[config.mk]
export PLATFORM = sky130hd
export DESIGN_NAME = spi_duplex_port
export DESIGN_NICKNAME = d
export VERILOG_FILES = /design/src/rtl/spi_port_pkg.sv /design/src/rtl/spi_sync.sv /design/src/rtl/spi_sclk_gen.sv /design/src/rtl/spi_shift_core.sv /design/src/rtl/spi_duplex_port.sv
export SDC_FILE = /design/constraint.sdc
export NUM_CORES = 1
export LEC_CHECK = 0
export ABC_AREA = 1
export BUFFER_PORTS_ARGS = -buffer_cell sky130_fd_sc_hd__clkbuf_2
export CAP_MARGIN = 20
export CORE_MARGIN = 5
export CORE_UTILIZATION = 55
export DETAILED_ROUTE_END_ITERATION = 10
export GPL_TIMING_DRIVEN = 0
export PLACE_DENSITY = 0.76
export SYNTH_ARGS = -nofsm -noshare
export SYNTH_HDL_FRONTEND = slang
export SYNTH_SLANG_ARGS = --single-unit
[constraint.sdc]
create_clock -name clk -period 1.7 [get_ports clk]
set_input_delay 0.34 -clock clk [delete_from_list [all_inputs] [get_ports clk]]
set_output_delay 0.34 -clock clk [all_outputs]
set_load 0.02 [all_outputs]
[src/rtl/spi_port_pkg.sv]
package spi_port_pkg;
  typedef struct packed {
    logic ss_lvl;   // bit 6
    logic ss_out;   // bit 5
    logic miso_en;  // bit 4
    logic irq_en;   // bit 3
    logic cpha;     // bit 2
    logic cpol;     // bit 1
    logic master;   // bit 0
  } ctrl_t;

  localparam logic [1:0] ADDR_CTRL = 2'd0;
  localparam logic [1:0] ADDR_STAT = 2'd1;
  localparam logic [1:0] ADDR_DATA = 2'd2;
endpackage

[src/rtl/spi_sync.sv]
module spi_sync #(
  parameter int          W       = 3,
  parameter logic [W-1:0] RST_VAL = '0
) (
  input  logic         clk,
  input  logic         rst,
  input  logic [W-1:0] d_i,
  output logic [W-1:0] q_o
);
  logic [W-1:0] meta_q, sync_q;

  always_ff @(posedge clk) begin
    if (rst) begin
      meta_q <= RST_VAL;
      sync_q <= RST_VAL;
    end else begin
      meta_q <= d_i;
      sync_q <= meta_q;
    end
  end

  assign q_o = sync_q;
endmodule

[src/rtl/spi_sclk_gen.sv]
module spi_sclk_gen #(
  parameter int HALF_DIV = 4,
  parameter int EDGES    = 16
) (
  input  logic clk,
  input  logic rst,
  input  logic start,
  input  logic abort,
  input  logic cpol,
  output logic sck_o,
  output logic busy_o,
  output logic lead_p,
  output logic trail_p
);
  localparam int DW = (HALF_DIV > 1) ? $clog2(HALF_DIV) : 1;
  localparam int EW = $clog2(EDGES);

  logic [DW-1:0] div_q;
  logic [EW-1:0] edge_q;
  logic          busy_q, phase_q, lead_q, trail_q;

  always_ff @(posedge clk) begin
    if (rst || abort) begin
      div_q   <= '0;
      edge_q  <= '0;
      busy_q  <= 1'b0;
      phase_q <= 1'b0;
      lead_q  <= 1'b0;
      trail_q <= 1'b0;
    end else begin
      lead_q  <= 1'b0;
      trail_q <= 1'b0;
      if (start) begin
        busy_q  <= 1'b1;
        div_q   <= '0;
        edge_q  <= '0;
        phase_q <= 1'b0;
      end else if (busy_q) begin
        if (div_q == DW'(HALF_DIV - 1)) begin
          div_q   <= '0;
          phase_q <= ~phase_q;
          lead_q  <= ~edge_q[0];
          trail_q <= edge_q[0];
          edge_q  <= edge_q + 1'b1;
          if (edge_q == EW'(EDGES - 1)) busy_q <= 1'b0;
        end else begin
          div_q <= div_q + 1'b1;
        end
      end
    end
  end

  assign sck_o   = cpol ^ phase_q;
  assign busy_o  = busy_q;
  assign lead_p  = lead_q;
  assign trail_p = trail_q;

  AST_IDLE_AT_REST: assert property (@(posedge clk) disable iff (rst)
    (!busy_q && $past(busy_q) && !$past(start)) |-> !phase_q);
endmodule

[src/rtl/spi_shift_core.sv]
module spi_shift_core #(
  parameter int W = 8
) (
  input  logic         clk,
  input  logic         rst,
  input  logic         load,
  input  logic [W-1:0] ld_data,
  input  logic         clear,
  input  logic         drive_p,
  input  logic         samp_p,
  input  logic         sin,
  output logic         sout,
  output logic         done_p,
  output logic [W-1:0] rx_data
);
  localparam int CW = $clog2(W);

  logic [W-1:0]  sr_q;
  logic [CW-1:0] cnt_q;
  logic          out_q, done_q;

  always_ff @(posedge clk) begin
    if (rst || clear) begin
      sr_q   <= '0;
      cnt_q  <= '0;
      out_q  <= 1'b0;
      done_q <= 1'b0;
    end else if (load) begin
      sr_q   <= ld_data;
      out_q  <= ld_data[W-1];
      cnt_q  <= '0;
      done_q <= 1'b0;
    end else begin
      done_q <= 1'b0;
      if (drive_p) out_q <= sr_q[W-1];
      if (samp_p) begin
        sr_q <= {sr_q[W-2:0], sin};
        if (cnt_q == CW'(W - 1)) begin
          cnt_q  <= '0;
          done_q <= 1'b1;
        end else begin
          cnt_q <= cnt_q + 1'b1;
        end
      end
    end
  end

  assign sout    = out_q;
  assign done_p  = done_q;
  assign rx_data = sr_q;

  AST_DONE_ISOLATED: assert property (@(posedge clk) disable iff (rst)
    done_q |=> !done_q);
endmodule

[src/rtl/spi_duplex_port.sv]
module spi_duplex_port
  import spi_port_pkg::*;
#(
  parameter int DATA_W   = 8,
  parameter int HALF_DIV = 4
) (
  input  logic              clk,
  input  logic              rst,
  input  logic              host_wr,
  input  logic              host_rd,
  input  logic [1:0]        host_addr,
  input  logic [DATA_W-1:0] host_wdata,
  output logic [DATA_W-1:0] host_rdata,
  input  logic              global_ie,
  output logic              irq,
  input  logic              sck_i,
  output logic              sck_o,
  output logic              sck_oe,
  input  logic              mosi_i,
  output logic              mosi_o,
  output logic              mosi_oe,
  input  logic              miso_i,
  output logic              miso_o,
  output logic              miso_oe,
  input  logic              ss_i,
  output logic              ss_o,
  output logic              ss_oe
);
  localparam int EDGES = 2 * DATA_W;
  localparam int CTRL_W = $bits(ctrl_t);

  ctrl_t             ctrl_q;
  logic [DATA_W-1:0] tx_buf_q, rx_buf_q;
  logic              flag_q, armed_q;
  logic              sck_prev_q, ss_prev_q;

  // synchronized slave-side inputs: {ss, sck, mosi}
  logic [2:0] sync_out;
  logic       ss_s, sck_s, mosi_s;

  spi_sync #(.W(3), .RST_VAL(3'b100)) u_sync (
    .clk (clk), .rst (rst),
    .d_i ({ss_i, sck_i, mosi_i}),
    .q_o (sync_out)
  );
  assign {ss_s, sck_s, mosi_s} = sync_out;

  logic master_q, fault, sel, ss_fall, ss_rise;
  logic s_lead, s_trail;
  assign master_q = ctrl_q.master;
  assign fault    = master_q && !ctrl_q.ss_out && !ss_s;
  assign sel      = !master_q && !ss_s;
  assign ss_fall  = ss_prev_q && !ss_s;
  assign ss_rise  = !ss_prev_q && ss_s;
  assign s_lead   = sel && (ctrl_q.cpol ? (sck_prev_q && !sck_s) : (!sck_prev_q && sck_s));
  assign s_trail  = sel && (ctrl_q.cpol ? (!sck_prev_q && sck_s) : (sck_prev_q && !sck_s));

  logic data_wr, data_rd, stat_rd, m_start;
  assign data_wr = host_wr && (host_addr == ADDR_DATA);
  assign data_rd = host_rd && (host_addr == ADDR_DATA);
  assign stat_rd = host_rd && (host_addr == ADDR_STAT);

  logic m_sck, m_busy, m_lead, m_trail;
  assign m_start = master_q && data_wr && !m_busy && !fault;

  spi_sclk_gen #(.HALF_DIV(HALF_DIV), .EDGES(EDGES)) u_clkgen (
    .clk (clk), .rst (rst), .start (m_start), .abort (fault),
    .cpol (ctrl_q.cpol), .sck_o (m_sck), .busy_o (m_busy),
    .lead_p (m_lead), .trail_p (m_trail)
  );

  logic lead_ev, trail_ev, core_load, core_clear, core_sin, core_out, core_done;
  logic [DATA_W-1:0] core_rx, core_ld;
  assign lead_ev    = master_q ? m_lead  : s_lead;
  assign trail_ev   = master_q ? m_trail : s_trail;
  assign core_load  = m_start || (!master_q && ss_fall);
  assign core_ld    = master_q ? host_wdata : tx_buf_q;
  assign core_clear = fault || (!master_q && ss_rise);
  assign core_sin   = master_q ? miso_i : mosi_s;

  spi_shift_core #(.W(DATA_W)) u_core (
    .clk (clk), .rst (rst),
    .load (core_load), .ld_data (core_ld), .clear (core_clear),
    .drive_p (ctrl_q.cpha ? lead_ev : trail_ev),
    .samp_p  (ctrl_q.cpha ? trail_ev : lead_ev),
    .sin (core_sin), .sout (core_out),
    .done_p (core_done), .rx_data (core_rx)
  );

  always_ff @(posedge clk) begin
    if (rst) begin
      ctrl_q     <= '0;
      tx_buf_q   <= '0;
      rx_buf_q   <= '0;
      flag_q     <= 1'b0;
      armed_q    <= 1'b0;
      sck_prev_q <= 1'b0;
      ss_prev_q  <= 1'b1;
      host_rdata <= '0;
    end else begin
      sck_prev_q <= sck_s;
      ss_prev_q  <= ss_s;
      if (host_wr && host_addr == ADDR_CTRL) ctrl_q <= ctrl_t'(host_wdata[CTRL_W-1:0]);
      if (fault) ctrl_q.master <= 1'b0;
      if (data_wr && !master_q) tx_buf_q <= host_wdata;
      if (core_done) rx_buf_q <= core_rx;
      // completion flag: set wins over the read-status-then-data clear
      if (core_done || fault) begin
        flag_q <= 1'b1;
      end else if (armed_q && (data_rd || data_wr)) begin
        flag_q  <= 1'b0;
        armed_q <= 1'b0;
      end
      if (stat_rd && flag_q) armed_q <= 1'b1;
      else if (data_rd || data_wr) armed_q <= 1'b0;
      if (host_rd) begin
        case (host_addr)
          ADDR_CTRL: host_rdata <= DATA_W'(ctrl_q);
          ADDR_STAT: host_rdata <= {flag_q, {(DATA_W-1){1'b0}}};
          ADDR_DATA: host_rdata <= rx_buf_q;
          default:   host_rdata <= '0;
        endcase
      end
    end
  end

  assign irq     = flag_q && ctrl_q.irq_en && global_ie;
  assign sck_o   = m_sck;
  assign sck_oe  = master_q;
  assign mosi_o  = core_out;
  assign mosi_oe = master_q;
  assign miso_o  = core_out;
  assign miso_oe = sel && ctrl_q.miso_en;
  assign ss_o    = ctrl_q.ss_lvl;
  assign ss_oe   = master_q && ctrl_q.ss_out;

  AST_FAULT_DEMOTES: assert property (@(posedge clk) disable iff (rst)
    (master_q && !ctrl_q.ss_out && !ss_s) |=> !master_q);
  AST_FAULT_SETS_FLAG: assert property (@(posedge clk) disable iff (rst)
    (master_q && !ctrl_q.ss_out && !ss_s) |=> flag_q);
  AST_PASSIVE_NO_BYTE: assert property (@(posedge clk) disable iff (rst)
    (!master_q && ss_s && $past(ss_s) && !$past(master_q)) |-> !core_done);
  AST_SS_OUT_KEEPS_ROLE: assert property (@(posedge clk) disable iff (rst)
    (master_q && ctrl_q.ss_out && !(host_wr && host_addr == ADDR_CTRL)) |=> master_q);
endmodule

## After elaboration in Yosys (flattened, before gate mapping)

Index checks and enable logic that the tools add are counted.

| word-level totals | value |
|---|---|
| register bits | 64 |
| bits in latches | 0 |
| bits in writable memories | 0 |
| memory bits (read-only) | 0 |
| bits of input ports | 19 |
| output and inout port bits | 17 |
| word-level logic and storage cells | 117 |
| memories kept | 0 |

| cells by class | value |
|---|---|
| $add $sub $neg | 3 |
| $mul | 0 |
| divide/modulo/power cells | 0 |
| magnitude comparators | 0 |
| equal/unequal tests | 6 |
| shift-type cells | 0 |
| mux-type cells | 25 |
| bitwise logic cells | 6 |
| reduce and logical (&&, ||, !) cells | 51 |

Operators with widths:

| cell | number |
|---|---|
| logical AND 1 bit | 25 |
| two-way mux 8 bit | 3 |
| case mux 8 bit (3 select lines) | 1 |
| two-way mux 1 bit | 19 |
| logical NOT 1 bit | 8 |
| logical OR 1 bit | 6 |
| nonzero test 2 bit | 3 |
| OR reduction 2 bit | 3 |
| NOT 1 bit | 5 |
| adder 4 x 1 -> 4 bit, second input constant | 1 |
| == test 2 bit, second input constant | 2 |
| == test 4 bit, second input constant | 1 |
| AND reduction 2 bit | 2 |
| OR reduction 4 bit | 1 |
| adder 3 x 1 -> 3 bit, second input constant | 1 |
| == test 3 bit, second input constant | 1 |
| two-way mux 3 bit | 1 |
| inequality test 3 x 1 -> 1 bit, second input constant | 1 |
| nonzero test 3 bit | 1 |
| OR reduction 3 bit | 1 |
| adder 2 x 1 -> 2 bit, second input constant | 1 |
| == test 2 x 1 -> 1 bit, second input constant | 1 |
| logical NOT 2 bit | 1 |
| two-way mux 2 bit | 1 |
| XOR 1 bit | 1 |

## Logic depth before layout (Yosys ltp)

| depth | value |
|---|---|
| depth in word-level cells | 8 |
| depth in mapped cells | 11 |

## By module

From an unflattened synthesis, not the netlist that was laid out.

| unflattened totals | value |
|---|---|
| cells, all modules | 398 |
| area, all modules | 2,830.2 um^2 |

Modules (own cells, without submodules):

| module | instances | cells each | area each (um^2) | seq. area each (um^2) |
|---|---|---|---|---|
| spi_duplex_port | 1 | 234 | 1,595.3 | 700.7 |
| spi_shift_core | 1 | 89 | 621.8 | 260.2 |
| spi_sclk_gen | 1 | 56 | 444.2 | 200.2 |
| spi_sync | 1 | 19 | 168.9 | 120.1 |

## Least setup slack after synthesis

Ideal clock, no wire load.

| timing path | value |
|---|---|
| kind | reg2out |
| start point | register ctrl_q, in the netlist mosi_oe |
| end point | output port miso_oe |
| data arrival time | 1,245 ps |
| data required time | 1,360 ps |
| path slack | 115 ps |
| stages on the path, launching flop included | 4 |
| path buffers | 2 |
| cells stage by stage | dfxtp_1 buf_6 buf_2 nor3_1 |

| between the ends | value |
|---|---|
| word-level cells in the longest chain between the ends | 3 |

Ends and longest elaborated chain:

| item | line | RTL |
|---|---|---|
| start, declared | spi_duplex_port.sv:32 | `ctrl_t ctrl_q;` |
| start signal, assigned | spi_duplex_port.sv:103 | `if (host_wr && host_addr == ADDR_CTRL) ctrl_q <= ctrl_t'(host_wdata[CTRL_W-1:0]);` |
| logical NOT 1 bit | spi_duplex_port.sv:52 | `assign sel = !master_q && !ss_s;` |
| logical AND 1 bit | spi_duplex_port.sv:52 |  |
| logical AND 1 bit | spi_duplex_port.sv:133 | `assign miso_oe = sel && ctrl_q.miso_en;` |
| end, declared | spi_duplex_port.sv:24 | `output logic miso_oe,` |

No other way between the ends.

## Worst setup path in the final report

Ends and elaborated chain as after synthesis.

==> impl_metrics.ini <==
[run_status]
status = finished clean

[logic_synthesis]
async_flop_share_pct = 0
ys_warn_count = 0
synth-simple-area-share_pct = 31.3
synthFlopType = dfxtp_1
synth_compound_area_share_pct = 11.9
ys_ff_latch = 64
synth_cells = 390
avgSynthCellArea_um2 = 7.37
ys_seq_area_share_pct = 44.6
yosys.area.top_type_share_pct = 44.6
syn-num-nets = 413
synth_area_leaders = dfxtp_1, nand2_1, nand3_1, inv_1, a21oi_1
synth_most_common_cell = nand2_1
synth_fa_ha_area_share_pct = 1.74
synth_cell_types = 34
synth_common_cells = nand2_1, dfxtp_1, inv_1, nand3_1, nor2_1
synth-xor-area-share_pct = 0.610
synthMuxAreaShare_pct = 0.348
syn_area_um2 = 2870
synth_area_leader_cell = dfxtp_1
synth_top_family_by_area = simple AND/OR/NAND/NOR gates
synth_edf_count = 0

[timing]
slew_viol_final = 0
rsz0062_at_grt = false
setup_viol = 0
fin_crit_sh_pct = 94.1
max_slew_margin_pct = 65.8
worst_pin_slew_ns = 0.514
finClkSkew_ns = 0.00671
hold_viol = 0
fmax_mhz = 625
tns_ns = 0
min_period_ns = 1.60
setup_ws_ns = 0.100

[global_routing]
antenna_found_initial = 0
grt_use_total_pct = 21.0
grt_first_pass_wirelength_um = 10700
grt_max_degree = 20
grt_overflow = 0
grt_pass1_vias = 2359

[clocking]
cts.sinks = 64
clock_latency_ns = 0.34
post_cts_buffers = 0
path_clk_slew_ns = 0.06
cts_tree = yes
clk_path_buf_depth = 2
cts_root_buf = clkbuf_8
ctsResizeCount = 2
cts_hold_buf = 0
htree_levels = 3
numCtsBuffers = 9

[finish]
antenna_cells = 0
fillers = 477
multi_input_area_um2 = 1320
seq_area_um2 = 1280
fin_cells = 508
drive_above_1_share_pct = 20.1
area_growth_pct = 15.5
final_net_count = 456

[detailed_routing]
vias = 2562
drt_pass1_iterations = 4
drc = 0
routedWlPerCell_um = 12.5
drt_wl_total_um = 6360
vias_per_cell = 5.04
drt_first_iter_violations = 127
drtAntennaViolNets = 0

[worst_setup_path]
path_cells = buf_8 > nor3_2 > clkbuf_4
worstSetupEndpointType = output port
max_stage_delay_ns = 0.35
crit_fanout = 19
startpoint_type = flop
crit_arrival_ns = 1.26
cpMaxStageDelayCell = dfxtp_2
required_ns = 1.36
crit_type = reg2out

[floorplanning]
core_um2 = 5070
io_pins = 36
die_w_um = 82.3
fp.dieArea_um2 = 6770
die_h_um = 82.3
rows = 26
initial_core_util_pct = 56.6

[power]
vdd_drop_max_v = 0.000712
p_per_area_nw_per_um2 = 914
leakagePower_nw = 1.51

[flow_run]
cap_violations = 0

[placed_design]
gp_congestion = 0.832
dp_slack_ns = 0.0476
portBuffers = 33
hpwl_um = 4690
dp.cells = 493

[min_path]
hold_class = in2reg
==> layer usage <==
metal	GRT usage [%]	up-vias	wire, um
met2	32.8	53	2910
li1	-	1343	-
met3	5.64	9	297
met5	0	-	0
met1	27.5	1157	3040
met4	8.47	0	112
==> cell families after synthesis <==
logic type	Yosys count
simple gates	194
compound gates	64
flops	64
buf+inv	61
fa+ha+maj	4
xor+xnor	2
mux	1
==> final timing paths <==
path	startpoint	end	slack, ns	cells past startpoint
hold / removal	ss_i	u_sync.meta_q[2]	0.18	2
setup reg to reg	mosi_oe	u_core.rx_data[6]	0.16	8
setup / recovery	mosi_oe	miso_oe	0.10	3
hold reg to reg	u_sync.meta_q[1]	u_sync.q_o[1]	0.40	2
==> layout make-up <==
class                           count  share of cell area, %
Multi-Input combinational cell    265                   39.9
Sequential cell                    64                   38.7
Inverter                           46                   5.21
Clock buffer                       13                   5.09
Timing Repair Buffer               33                   5.05
Buffer                             14                   2.98
Tap cell                           70                   2.64
Clock inverter                      3                  0.453
==> layout by cell type, fill, tap and decap left out, types with 2 or more instances in the layout <==
cell       n
clkinv_2   3
dfxtp_1   63
xor2_1     2
ha_1       4
o21ai_0   23
nor2_4     3
or2_2      2
a21oi_2    2
o21ai_1    6
nand4_1    3
nor3_2     2
nand3_2    3
nor2_2     3
nand2_2    5
clkbuf_2  32
a21oi_1   27
nand2_1   90
buf_8      2
nand2_4    2
o21ai_2    2
buf_4      2
inv_2      7
clkbuf_8  12
buf_6      2
nand3_1   38
clkbuf_1   8
nor2_1    36
a31oi_1    2
inv_1     38
nor3_1     5
==> critical path, delay by kind of cell, from the launching register on <==
kind	cells	cell delay, ns
flops	1	0.35
buf+inv	2	0.37
simple gates	1	0.20
==> through the flow <==
| step | total power [mW] | util [%] | instance area, um^2 | hold WS, ns |
|---|---|---|---|---|
| 2_1_floorplan | 1.77 | - | 2870 | 0.388 |
| 3_3_place_gp | 1.85 | 61.6 | 3130 | 0.389 |
| 3_5_place_dp | 1.86 | 61.6 | 3130 | 0.396 |
| 4_1_cts | 3.04 | 65.3 | 3310 | 0.178 |
| 5_1_grt | 3.18 | 65.4 | 3320 | 0.178 |
| 6_report | 3.03 | 65.4 | 3320 | 0.184 |
==> state kept, by name, summed over array words and instances (netlist names), 2 cells and up <==
signal	count
host_rdata	8
u_clkgen.div_q	2
u_core.rx_data	8
u_sync.q_o	3
u_core.cnt_q	3
ctrl_q	5
tx_buf_q	8
u_clkgen.edge_q	4
rx_buf_q	8
u_sync.meta_q	3
==> power by group <==
group          switching (mW)  total, mW  leakage, nW  internal, mW
clock network           0.559       1.20       0.0992         0.642
registers              0.0233       1.56        0.520          1.54
logic                   0.181      0.273        0.892        0.0916
Note: power is estimated with default switching activity, not from simulation.
